File: src/rtl/cart_mapper_pkg.sv
package cart_mapper_pkg;
  // Target family chosen by the register decode
  typedef enum logic [1:0] {
    TGT_NONE = 2'd0,
    TGT_PRG  = 2'd1,
    TGT_CHR  = 2'd2,
    TGT_NT   = 2'd3
  } wr_target_t;

  // Decode bit positions the behaviour depends on
  localparam int FAMILY_BIT  = 4;
  localparam int SUBFAM_BIT  = 3;
  localparam int PRG_SEL_LSB = 13;
  localparam int PRG_WIN_LSB = 13;
  localparam int CHR_WIN_LSB = 10;
  localparam int NT_IDX_LSB  = 10;
endpackage

File: src/rtl/mapper_wr_decode.sv
module mapper_wr_decode
  import cart_mapper_pkg::*;
#(
  parameter int CPU_AW    = 16,
  parameter int PRG_SLOTS = 3,
  parameter int CHR_SLOTS = 8,
  parameter int NT_COUNT  = 4
) (
  input  logic                 clk,
  input  logic                 rst,
  input  logic [CPU_AW-1:0]    cpu_addr,
  input  logic                 cpu_wr,
  output logic [PRG_SLOTS-1:0] prg_we,
  output logic [CHR_SLOTS-1:0] chr_we,
  output logic [NT_COUNT-1:0]  nt_we
);
  localparam int PRG_SEL_W = $clog2(PRG_SLOTS + 1);
  localparam int CHR_SEL_W = $clog2(CHR_SLOTS);
  localparam int NT_SEL_W  = $clog2(NT_COUNT);

  wr_target_t              target;
  logic [PRG_SEL_W-1:0]    prg_sel;
  logic [CHR_SEL_W-1:0]    chr_sel;
  logic [NT_SEL_W-1:0]     nt_sel;

  assign prg_sel = cpu_addr[PRG_SEL_LSB +: PRG_SEL_W];
  assign chr_sel = cpu_addr[CHR_SEL_W-1:0];
  assign nt_sel  = cpu_addr[NT_SEL_W-1:0];

  always_comb begin
    target = TGT_NONE;
    if (cpu_wr && cpu_addr[CPU_AW-1]) begin
      if (!cpu_addr[FAMILY_BIT])      target = TGT_PRG;
      else if (!cpu_addr[SUBFAM_BIT]) target = TGT_CHR;
      else                            target = TGT_NT;
    end
  end

  for (genvar i = 0; i < PRG_SLOTS; i++) begin : g_prg
    assign prg_we[i] = (target == TGT_PRG) && (prg_sel == PRG_SEL_W'(i));
  end
  for (genvar i = 0; i < CHR_SLOTS; i++) begin : g_chr
    assign chr_we[i] = (target == TGT_CHR) && (chr_sel == CHR_SEL_W'(i));
  end
  for (genvar i = 0; i < NT_COUNT; i++) begin : g_nt
    assign nt_we[i] = (target == TGT_NT) && (nt_sel == NT_SEL_W'(i));
  end


  low_half_quiet_chk: assert property (@(posedge clk) disable iff (rst)
    !cpu_addr[CPU_AW-1] |-> ({prg_we, chr_we, nt_we} == '0));

  single_target_chk: assert property (@(posedge clk) disable iff (rst)
    $onehot0({prg_we, chr_we, nt_we}));

  fixed_slot_quiet_chk: assert property (@(posedge clk) disable iff (rst)
    (!cpu_addr[FAMILY_BIT] && (&prg_sel)) |-> (prg_we == '0));
endmodule

File: src/rtl/mapper_bank_regs.sv
module mapper_bank_regs #(
  parameter int DATA_W     = 8,
  parameter int PRG_SLOTS  = 3,
  parameter int CHR_SLOTS  = 8,
  parameter int NT_COUNT   = 4,
  parameter int PRG_BANK_W = 4,
  parameter int CHR_BANK_W = 7
) (
  input  logic                                  clk,
  input  logic                                  rst,
  input  logic [DATA_W-1:0]                     wdata,
  input  logic [PRG_SLOTS-1:0]                  prg_we,
  input  logic [CHR_SLOTS-1:0]                  chr_we,
  input  logic [NT_COUNT-1:0]                   nt_we,
  output logic [PRG_SLOTS-1:0][PRG_BANK_W-1:0]  prg_bank,
  output logic [CHR_SLOTS-1:0][CHR_BANK_W-1:0]  chr_bank,
  output logic [NT_COUNT-1:0]                   nt_page
);
  for (genvar i = 0; i < PRG_SLOTS; i++) begin : g_prg
    always_ff @(posedge clk) begin
      if (rst)            prg_bank[i] <= '0;
      else if (prg_we[i]) prg_bank[i] <= wdata[PRG_BANK_W-1:0];
    end

    prg_load_chk: assert property (@(posedge clk) disable iff (rst)
      prg_we[i] |=> (prg_bank[i] == $past(wdata[PRG_BANK_W-1:0])));
  end

  for (genvar i = 0; i < CHR_SLOTS; i++) begin : g_chr
    always_ff @(posedge clk) begin
      if (rst)            chr_bank[i] <= '0;
      else if (chr_we[i]) chr_bank[i] <= wdata[CHR_BANK_W-1:0];
    end

    chr_load_chk: assert property (@(posedge clk) disable iff (rst)
      chr_we[i] |=> (chr_bank[i] == $past(wdata[CHR_BANK_W-1:0])));
  end

  for (genvar i = 0; i < NT_COUNT; i++) begin : g_nt
    always_ff @(posedge clk) begin
      if (rst)           nt_page[i] <= 1'b0;
      else if (nt_we[i]) nt_page[i] <= wdata[0];
    end
  end


  nt_hold_chk: assert property (@(posedge clk) disable iff (rst)
    (nt_we == '0) |=> $stable(nt_page));

  reset_clear_chk: assert property (@(posedge clk)
    rst |=> (prg_bank == '0 && chr_bank == '0 && nt_page == '0));
endmodule

File: src/rtl/mapper_addr_xlate.sv
module mapper_addr_xlate
  import cart_mapper_pkg::*;
#(
  parameter int CPU_AW     = 16,
  parameter int PPU_AW     = 14,
  parameter int PRG_SLOTS  = 3,
  parameter int CHR_SLOTS  = 8,
  parameter int NT_COUNT   = 4,
  parameter int PRG_BANK_W = 4,
  parameter int CHR_BANK_W = 7
) (
  input  logic                                  clk,
  input  logic                                  rst,
  input  logic [CPU_AW-1:0]                     cpu_addr,
  input  logic [PPU_AW-1:0]                     ppu_addr,
  input  logic [PRG_SLOTS-1:0][PRG_BANK_W-1:0]  prg_bank,
  input  logic [CHR_SLOTS-1:0][CHR_BANK_W-1:0]  chr_bank,
  input  logic [NT_COUNT-1:0]                   nt_page,
  output logic [PRG_BANK_W+PRG_WIN_LSB-1:0]     prg_rom_addr,
  output logic [CHR_BANK_W+CHR_WIN_LSB-1:0]     chr_rom_addr,
  output logic                                  vram_page,
  output logic                                  vram_cs
);
  localparam int WINDOWS   = PRG_SLOTS + 1;
  localparam int WIN_SEL_W = $clog2(WINDOWS);
  localparam int CHR_SEL_W = $clog2(CHR_SLOTS);
  localparam int NT_SEL_W  = $clog2(NT_COUNT);

  // Top window pinned to the last bank
  logic [WINDOWS-1:0][PRG_BANK_W-1:0] win_bank;
  logic [WIN_SEL_W-1:0]               win_sel;
  logic [CHR_SEL_W-1:0]               chr_sel;
  logic [NT_SEL_W-1:0]                nt_sel;

  assign win_bank = {{PRG_BANK_W{1'b1}}, prg_bank};
  assign win_sel  = cpu_addr[PRG_WIN_LSB +: WIN_SEL_W];
  assign chr_sel  = ppu_addr[CHR_WIN_LSB +: CHR_SEL_W];
  assign nt_sel   = ppu_addr[NT_IDX_LSB +: NT_SEL_W];

  assign prg_rom_addr = {win_bank[win_sel], cpu_addr[PRG_WIN_LSB-1:0]};
  assign chr_rom_addr = {chr_bank[chr_sel], ppu_addr[CHR_WIN_LSB-1:0]};
  assign vram_page    = nt_page[nt_sel];
  // $2000..$3EFF: bit 13 set and not the $3Fxx page
  assign vram_cs      = ppu_addr[PPU_AW-1] && (ppu_addr[PPU_AW-2:8] != '1);


  top_window_fixed_chk: assert property (@(posedge clk) disable iff (rst)
    (&win_sel) |-> (&prg_rom_addr[PRG_BANK_W+PRG_WIN_LSB-1:PRG_WIN_LSB]));

  vram_region_chk: assert property (@(posedge clk) disable iff (rst)
    vram_cs |-> ppu_addr[PPU_AW-1]);
endmodule

File: src/rtl/cart_bank_mapper.sv
module cart_bank_mapper #(
  parameter int CPU_AW     = 16,
  parameter int PPU_AW     = 14,
  parameter int DATA_W     = 8,
  parameter int PRG_SLOTS  = 3,
  parameter int CHR_SLOTS  = 8,
  parameter int NT_COUNT   = 4,
  parameter int PRG_BANK_W = 4,
  parameter int CHR_BANK_W = 7
) (
  input  logic                     clk,
  input  logic                     rst,
  input  logic [CPU_AW-1:0]        cpu_addr,
  input  logic [DATA_W-1:0]        cpu_wdata,
  input  logic                     cpu_wr,
  input  logic [PPU_AW-1:0]        ppu_addr,
  output logic [PRG_BANK_W+12:0]   prg_rom_addr,
  output logic [CHR_BANK_W+9:0]    chr_rom_addr,
  output logic                     vram_page,
  output logic                     vram_cs
);
  logic [PRG_SLOTS-1:0]                 prg_we;
  logic [CHR_SLOTS-1:0]                 chr_we;
  logic [NT_COUNT-1:0]                  nt_we;
  logic [PRG_SLOTS-1:0][PRG_BANK_W-1:0] prg_bank;
  logic [CHR_SLOTS-1:0][CHR_BANK_W-1:0] chr_bank;
  logic [NT_COUNT-1:0]                  nt_page;

  mapper_wr_decode #(
    .CPU_AW(CPU_AW), .PRG_SLOTS(PRG_SLOTS),
    .CHR_SLOTS(CHR_SLOTS), .NT_COUNT(NT_COUNT)
  ) u_dec (
    .clk(clk), .rst(rst), .cpu_addr(cpu_addr), .cpu_wr(cpu_wr),
    .prg_we(prg_we), .chr_we(chr_we), .nt_we(nt_we)
  );

  mapper_bank_regs #(
    .DATA_W(DATA_W), .PRG_SLOTS(PRG_SLOTS), .CHR_SLOTS(CHR_SLOTS),
    .NT_COUNT(NT_COUNT), .PRG_BANK_W(PRG_BANK_W), .CHR_BANK_W(CHR_BANK_W)
  ) u_regs (
    .clk(clk), .rst(rst), .wdata(cpu_wdata),
    .prg_we(prg_we), .chr_we(chr_we), .nt_we(nt_we),
    .prg_bank(prg_bank), .chr_bank(chr_bank), .nt_page(nt_page)
  );

  mapper_addr_xlate #(
    .CPU_AW(CPU_AW), .PPU_AW(PPU_AW), .PRG_SLOTS(PRG_SLOTS),
    .CHR_SLOTS(CHR_SLOTS), .NT_COUNT(NT_COUNT),
    .PRG_BANK_W(PRG_BANK_W), .CHR_BANK_W(CHR_BANK_W)
  ) u_xlate (
    .clk(clk), .rst(rst), .cpu_addr(cpu_addr), .ppu_addr(ppu_addr),
    .prg_bank(prg_bank), .chr_bank(chr_bank), .nt_page(nt_page),
    .prg_rom_addr(prg_rom_addr), .chr_rom_addr(chr_rom_addr),
    .vram_page(vram_page), .vram_cs(vram_cs)
  );
endmodule

File: config.mk
export PLATFORM = sky130hd
export DESIGN_NAME = cart_bank_mapper
export DESIGN_NICKNAME = d
export VERILOG_FILES = /design/src/rtl/cart_mapper_pkg.sv /design/src/rtl/mapper_wr_decode.sv /design/src/rtl/mapper_bank_regs.sv /design/src/rtl/mapper_addr_xlate.sv /design/src/rtl/cart_bank_mapper.sv
export SDC_FILE = /design/constraint.sdc
export NUM_CORES = 1
export LEC_CHECK = 0
export BUFFER_PORTS_ARGS = -buffer_cell sky130_fd_sc_hd__buf_2
export CAP_MARGIN = 0
export CORE_AREA = 2 2 125 127
export CTS_CLUSTER_SIZE = 24
export DETAILED_ROUTE_END_ITERATION = 8
export DIE_AREA = 0 0 127 129
export GPL_ROUTABILITY_DRIVEN = 0
export PLACE_DENSITY = 0.4
export SLEW_MARGIN = 10
export SYNTH_ARGS = -nofsm -noshare
export SYNTH_HDL_FRONTEND = slang
export SYNTH_SLANG_ARGS = --single-unit
File: constraint.sdc
create_clock -name clk -period 1.45 [get_ports clk]
set_input_delay 0.145 -clock clk [delete_from_list [all_inputs] [get_ports clk]]
set_output_delay 0.145 -clock clk [all_outputs]
set_load 0.01 [all_outputs]
# ---- Word level (Yosys, flattened, before mapping)
# Index checks and enable logic that the tools add are counted.
dict set report classes {
  mux 9
  n_eq_ne 16
  multipliers 0
  n_shift 0
  magnitude_cmp 3
  bitwise 0
  div_mod_pow 0
  reduce_logical 20
  n_addsub 0
}
# cell n
set op_table {}
lappend op_table {{$bmux W7 S3} 1}
lappend op_table {{$logic_and A1 B1 Y1} 17}
lappend op_table {{$eq A3 B3 Y1 const B} 4}
lappend op_table {{$eq A2 B2 Y1 const B} 5}
lappend op_table {{$bmux W4 S2} 1}
lappend op_table {{$mux W7} 1}
lappend op_table {{$eq A2 B1 Y1 const B} 3}
lappend op_table {{$eq A3 B2 Y1 const B} 2}
lappend op_table {{$lt A2 B3 Y1 const B} 2}
lappend op_table {{$ne A5 B5 Y1 const B} 1}
lappend op_table {{$logic_not A2 Y1} 2}
lappend op_table {{$lt A3 B4 Y1 const B} 1}
lappend op_table {{$mux W2} 2}
lappend op_table {{$mux W4} 1}
lappend op_table {{$eq A3 B1 Y1 const B} 1}
lappend op_table {{$logic_not A3 Y1} 1}
lappend op_table {{$bmux W1 S2} 1}
lappend op_table {{$mux W1} 2}
dict set report word_totals {
  latch_bits 0
  output_inout_bits 36
  inputBits 41
  ram_bits 0
  mem_count 0
  mem_bits_ro 0
  wordCells 63
  register_bits 72
}

# ---- Longest topological paths before layout
# Gate-level depths: netlist (run 1).
dict set report depth {
  depth_word 5
  depth_mapped 5
  depth_no_buf 3
}

# ---- Modules after synthesis
# From an unflattened synthesis (run 1), not the netlist that was laid out.
dict set report hier_totals {
  hier_cells 326
  hier_area_um2 3552.2
}
# mod instances area_per_inst_um2 cells_each
set modules_own_cells {}
lappend modules_own_cells {mapper_bank_regs 1 2622.5 242}
lappend modules_own_cells {mapper_addr_xlate 1 793.3 62}
lappend modules_own_cells {mapper_wr_decode 1 136.4 22}

# ---- Least setup slack after synthesis (run 1)
# Ideal clock, no wire load.
dict set report synth_timing {
  kind {input port to output port}
  from {input ppu_addr[12]}
  to {output chr_rom_addr[10]}
  t_arrival_ns 1.139
  path_slack_ns 0.166
  path_stages 4
  required_ns 1.305
  cell_sequence {buf_6 buf_12 mux4_2 mux2_4}
}
dict set report synth_between {
  elab_chain_cells 2
}
# item line
set synth_lines {}
lappend synth_lines {{start: declaration} cart_bank_mapper.sv:16} ;# input logic [PPU_AW-1:0] ppu_addr,
lappend synth_lines {{$bmux W7 S3} mapper_addr_xlate.sv:41} ;# assign chr_rom_addr = {chr_bank[chr_sel], ppu_addr[CHR_WIN_LSB-1:0]};
lappend synth_lines {{$mux W7 (implied by the code)} mapper_addr_xlate.sv:41}
lappend synth_lines {{end: declaration} cart_bank_mapper.sv:18} ;# output logic [CHR_BANK_W+9:0] chr_rom_addr,
# No other way between the ends. The select of a mux whose other input is x is not followed.

# ---- Worst setup path after layout (run 1)
dict set report layout_timing {
  from {register u_regs.chr_bank[42] in the netlist's numbering}
  to {output chr_rom_addr[10]}
}
dict set report layout_between {
  elab_chain_cells 2
}
# item line
set layout_lines {}
lappend layout_lines {{start: declaration} mapper_bank_regs.sv:16} ;# output logic [CHR_SLOTS-1:0][CHR_BANK_W-1:0] chr_bank,
lappend layout_lines {{start signal: indexed assignment} mapper_bank_regs.sv:32} ;# else if (chr_we[i]) chr_bank[i] <= wdata[CHR_BANK_W-1:0];
lappend layout_lines {{$bmux W7 S3} mapper_addr_xlate.sv:41}
lappend layout_lines {{$mux W7 (implied by the code)} mapper_addr_xlate.sv:41}
# No other way between the ends. The select of a mux whose other input is x is not followed.

==> qor.txt, run 1 <==
Postcts setup bufs = 0
Commonest non-fill, non-tap cell in the layout = nand2b_1
Post-DP HPWL = 5903 um
Leak = 2.040 nW
CTS Buf Count = 9
Reg2Reg Depth = 2
Setup slack after layout = -0.2355 ns
CTS tree = yes
I/O pin count = 77
Crit. Startpoint = u_regs.chr_bank[42]
Core Util, Final = 29.16%
Overall die height = 129 um
Max-slew headroom = 68.05%
Min-delay src = cpu_addr[1]
Tightest Pin Transition = 0.4792 ns
Worst EP arrival = 1.54 ns
Area growth syn-to-layout = 17.39%
Synth top area share = 38.75%
Minimum clock period = 1.685 ns
Root buf cell = clkbuf_16
Skew final = 0 ns
Avg Cell Area, Syn = 11.27 um^2
Most frequent cells in the layout = 79 x nand2b_1, 72 x mux2i_1, 64 x dfxtp_1, 36 x buf_2, 17 x buf_4
Place WS = -0.1396 ns
Syn nets = 371
# rows = 45
RSZ-0062 raised after global routing = true
R2r startpoint = u_regs.chr_bank[50]
Routed Antenna Nets = 0
Starting density of the core = 24.84%
Final Hold Viols = 0
CP Cell Sequence = mux4_2, mux2_4, buf_6
Placed inst area = 4008 um^2
Core footprint = 14980 um^2
PortBufs = 43
Ys flop type = dfxtp_1
Grt ovf = 0
Final WL = 8902 um
Post-Synthesis Cells = 330
Die X = 127 um
Fmax = 0.5933 GHz
VDD IR max = 0.6487 mV
Crit-path max FO = 2
Status = finished, violations left
Failing checks = negative setup slack
Clock transition at path regs = 0.06 ns
Die area = 16380 um^2
Fin nets = 392
Top cells by area, synth = dfxtp_1 39%, mux2i_1 19%, nand2b_1 13%, mux4_1 5.7%, buf_4 5.0%
Diode count = 0
Cell taking the most area after synthesis = dfxtp_1
Fin crit share = 116.2%
Drt wl/cell = 16.36 um
CTS sink cnt = 72
Synthesized cell area = 3720 um^2
First-pass GRT wire length = 14390 um
Via-to-Cell Ratio = 4.360
Via count of the first global-routing pass = 2540
H-tree levels = 3
Total number of vias = 2372
Crit start category = flip-flop
Power Total = 4.760 mW
Initial antenna violation count = 0
Critical-path top delay cell = mux4_2
Design area = 4367 um^2
Sequential share of the synthesized area = 38.75%
Drt pass-1 iters = 4
Critical Path Max Stage Delay = 0.48 ns
CP endpoint kind = output port
Async SR Flop Fraction = 0%
Largest net degree at the start of global routing = 23
Drt drc = 0
Crit path capture = chr_rom_addr[10]
Post-synth EDFFs = 0
Max-cap violation count = 0
Setup TNS = -1.521 ns
Fraction of final layout cells sized beyond drive strength 1 = 32.87%
GRT Total Usage = 11.58%
R2R setup slack = 0.83 ns
WP data required = 1.31 ns
R2r endpoint = u_regs.chr_bank[50]
Min-delay worst type = in2reg
Setup violators final = 7
Pwr per Cell Area = 1090 nW/um^2
Critical path type = reg2out
Slew Limit Fails = 0
Seq cells post-synth = 72
Longest Clk Path Bufs = 2
Ys Warns = 0
Number of library cell types mapped by synthesis = 31
Clock Latency Late Sink = 0.33 ns
Drt initial violations = 135
-- report_power, final --
part | internal (mW) | switching, mW
combinational | 0.152 | 0.170
clock | 1.60 | 0.845
sequential | 1.99 | 0.00570
total | 3.74 | 1.02
-- Yosys cell counts (all sizes together), types with 2 or more instances --
| cell type | count |
|---|---|
| nor2b | 2 |
| buf | 37 |
| nand3 | 5 |
| o22a | 4 |
| nand3b | 2 |
| nand2b | 80 |
| nand2 | 5 |
| mux4 | 15 |
| mux2i | 72 |
| dfxtp | 72 |
| mux2 | 11 |
| clkbuf | 15 |
-- worst min-delay path by stage --
stage	to	depth (start not counted)
after CTS	u_regs.nt_page[3]	3
final	u_regs.nt_page[3]	3
after floorplan	u_regs.chr_bank[10]	2
after detailed placement	prg_rom_addr[7]	0
after global placement	prg_rom_addr[7]	0
after global routing	u_regs.nt_page[3]	3
-- registers in the layout, summed over array words and instances, names as in the netlist --
| register | cells |
|---|---|
| u_regs.prg_bank | 12 |
| u_regs.nt_page | 4 |
| u_regs.chr_bank | 56 |
-- cell type report --
type	count	area [um^2]
Fill cell	1554	10610
Multi-Input combinational cell	206	1922
Sequential cell	72	1451
Timing Repair Buffer	62	426.7
Clock buffer	11	252.7
Tap cell	188	235.2
Clock inverter	5	78.83
-- per-layer routing --
| metal | vias up | share of wire (%) | track usage (%) |
|---|---|---|---|
| met5 | - | 0 | 0 |
| met4 | 0 | 1.2 | 4.396 |
| met3 | 8 | 2.5 | 2.245 |
| met2 | 35 | 52 | 20.71 |
| met1 | 1173 | 44 | 13.78 |
| li1 | 1156 | - | - |
-- cell families after synthesis --
group / after synthesis / share of synthesized area (%)
simple gates: 103 / 18.03
mux: 98 / 33.20
flops: 72 / 38.75
buf+inv: 52 / 8.880
compound gates: 5 / 1.144
-- metrics by stage --
step           hold WS [ns]  cells
2_1_floorplan        0.3223    330
3_3_place_gp         0.2901    528
3_5_place_dp         0.2901    528
4_1_cts              0.1515    544
5_1_grt              0.1901    544
6_report             0.1625    544
-- repair_timing --
item	in CTS	in global routing
hold buffers	0	0
gates resized for setup	17	7
pin swaps	0	0
hold endpoints to repair	0	0
endpoints found under the setup margin	7	7
-- worst max-delay path: cells and delay by family (launching register included) --
| kind | cells | cell delay, ns |
|---|---|---|
| flops | 1 | 0.32 |
| buf+inv | 1 | 0.12 |
| mux | 2 | 0.77 |
No activity file was read; power rests on OpenSTA's default activity.
==> run 2, diff against run 1 <==
ABC_AREA = 1   (was default)
CORE_AREA = 2 2 127 129   (was 2 2 125 127)
DIE_AREA = 0 0 129 131   (was 0 0 127 129)
==> run 2 against run 1 <==
  * Core utilization down 0.66 points
  * Wire length up 32%
  * Die area grew 3.1%
  * Final cell count is 55% higher
  * Register-to-register slack lost 0.05 ns
  * Synthesized cell count increased by 81%
  * Global-route usage rose by 3.1 points
  * The flow now finishes without violations
  * Maximum frequency up 20%
  * Highest routed layer unchanged
==> qor.txt, run 2 <==
Hold WS = 0.08913 ns
Worst EP arrival = 1.26 ns
Area growth syn-to-layout = 17.46%
Status = finished clean
Async SR Flop Fraction = 0%
Fin nets = 661
CTS sink cnt = 72
Commonest non-fill, non-tap cell in the layout = nor2_1
Crit-path max FO = 2
Final WL = 11730 um
Max reg flops = 56
Filler instances = 1790
Max-slew headroom = 68.12%
CTS tree = yes
Drt drc = 0
Final Hold Viols = 0
Fmax = 0.7141 GHz
Largest regs = u_regs.chr_bank: 56 flops, u_regs.prg_bank: 12 flops, u_regs.nt_page: 4 flops
Starting density of the core = 24.26%
Post-synth EDFFs = 0
Die area = 16900 um^2
Minimum clock period = 1.400 ns
Critical path type = reg2out
Via-to-Cell Ratio = 4.395
GRT Total Usage = 14.71%
Tightest Pin Transition = 0.4765 ns
Core footprint = 15600 um^2
Syn nets = 638
VDD IR max = 0.4539 mV
Sequential share of the synthesized area = 38.10%
PortBufs = 43
Top cells by area, synth = dfxtp_1 38%, nor2_1 15%, nand2_1 14%, nand3_1 7.9%, buf_4 5.0%
Non-Filler Instances = 841
Via count of the first global-routing pass = 3457
Drt pass-1 iters = 4
CTS Buf Count = 9
Avg Cell Area, Syn = 6.338 um^2
Fin crit share = 96.58%
Hold Crit Depth = 3
Min-delay worst type = in2reg
Pwr per Cell Area = 1027 nW/um^2
I/O pin count = 77
Cell taking the most area after synthesis = dfxtp_1
Seq cells post-synth = 72
Diode count = 0
CP endpoint kind = output port
RSZ-0062 raised after global routing = true
Post-Synthesis Cells = 597
Area of the multi-input gates = 1953 um^2
Clock Latency Late Sink = 0.34 ns
Clock transition at path regs = 0.06 ns
Max-cap violation count = 0
H-tree levels = 3
Overall die height = 131 um
Slew Limit Fails = 0
Crit start category = flip-flop
Largest net degree at the start of global routing = 62
Setup TNS = 0 ns
Biggest register = u_regs.chr_bank
Root buf cell = clkbuf_16
# rows = 46
Grt ovf = 0
Fraction of final layout cells sized beyond drive strength 1 = 16.96%
Ys flop type = dfxtp_1
Synth top area share = 38.10%
Most common cell in the netlist = nor2_1
Routed Antenna Nets = 0
Ys Warns = 0
Post-synth top cells = 153 x nor2_1, 144 x nand2_1, 72 x dfxtp_1
Drt wl/cell = 13.95 um
Placed cells = 824
Setup violators final = 0
Core Util, Final = 28.49%
Total number of vias = 3696
Register area = 1455 um^2
Post-DP HPWL = 8134 um
Synthesized cell area = 3784 um^2
WP data required = 1.31 ns
Skew final = 0 ns
Number of library cell types mapped by synthesis = 22
Most frequent cells in the layout = 152 x nor2_1, 143 x nand2_1, 61 x dfxtp_1, 60 x nand3_1, 43 x buf_2
First-pass GRT wire length = 18820 um
Die X = 129 um
Initial antenna violation count = 0
Leak = 1.926 nW
Drt initial violations = 214
Reg2Reg Depth = 3
Longest Clk Path Bufs = 2
run 2: final cells by class:
class,instances,area share (%)
repair buffers,63,9.065
clock inverters,5,0.7320
inverters,26,2.196
flip-flops and latches,72,32.74
multi-input cells,448,43.95
clock buffers,11,5.236
well taps,216,6.081
run 2: worst max-delay path, cell delays in order (launching register included):
cell,delay [ns]
dfxtp_1,0.36
o21ai_1,0.11
o21ai_1,0.14
nand2_1,0.10
nand2_1,0.08
buf_2,0.13
run 2: cells by family (layout without fill, tap and decap cells):
family	after synthesis	count (layout)	synth area share, %
simple gates	372	372	40.94
flops	72	72	38.10
buf+inv	77	105	10.61
compound gates	76	76	10.35
run 2: worst paths after layout:
check / startpoint / to / slack, ns
hold / removal: cpu_wdata[4] / u_regs.chr_bank[32] / 0.09
setup / recovery: u_regs.chr_bank[30] / chr_rom_addr[12] / 0.05
hold reg to reg: u_regs.chr_bank[5] / u_regs.chr_bank[5] / 0.46
setup reg to reg: u_regs.chr_bank[16] / u_regs.chr_bank[16] / 0.78
run 2: through the flow:
stage | area (um^2) | worst slack (ns) | total power, mW
final | 4444 | 0.04961 | 4.563
after CTS | 4410 | 0.002985 | 4.645
after detailed placement | 4145 | 0.1064 | 2.583
after global routing | 4444 | -0.02981 | 4.787
after floorplan | 3784 | 0.3570 | 2.415
after global placement | 4145 | 0.1150 | 2.582
run 2: routing by layer:
layer,vias to the layer above,GRT usage (%),routed length [um]
li1,1929,-,-
met1,1686,19.82,5863
met2,65,22.97,5222
met3,16,2.850,420
met4,0,6.394,223
met5,-,0,0
run 2: what timing repair did:
action                                  4_1_cts  5_1_grt
gates resized for setup                       5       22
hold buffers                                  0        0
setup buffers                                 0        1
pin swaps                                     0        7
endpoints found under the setup margin        5        7
run 2: where the power goes:
group,total (mW),internal [mW],switching [mW]
Sequential,2.01,2.00,0.00992
Clock,2.03,1.16,0.868
Combinational,0.529,0.169,0.360
Total,4.56,3.32,1.24
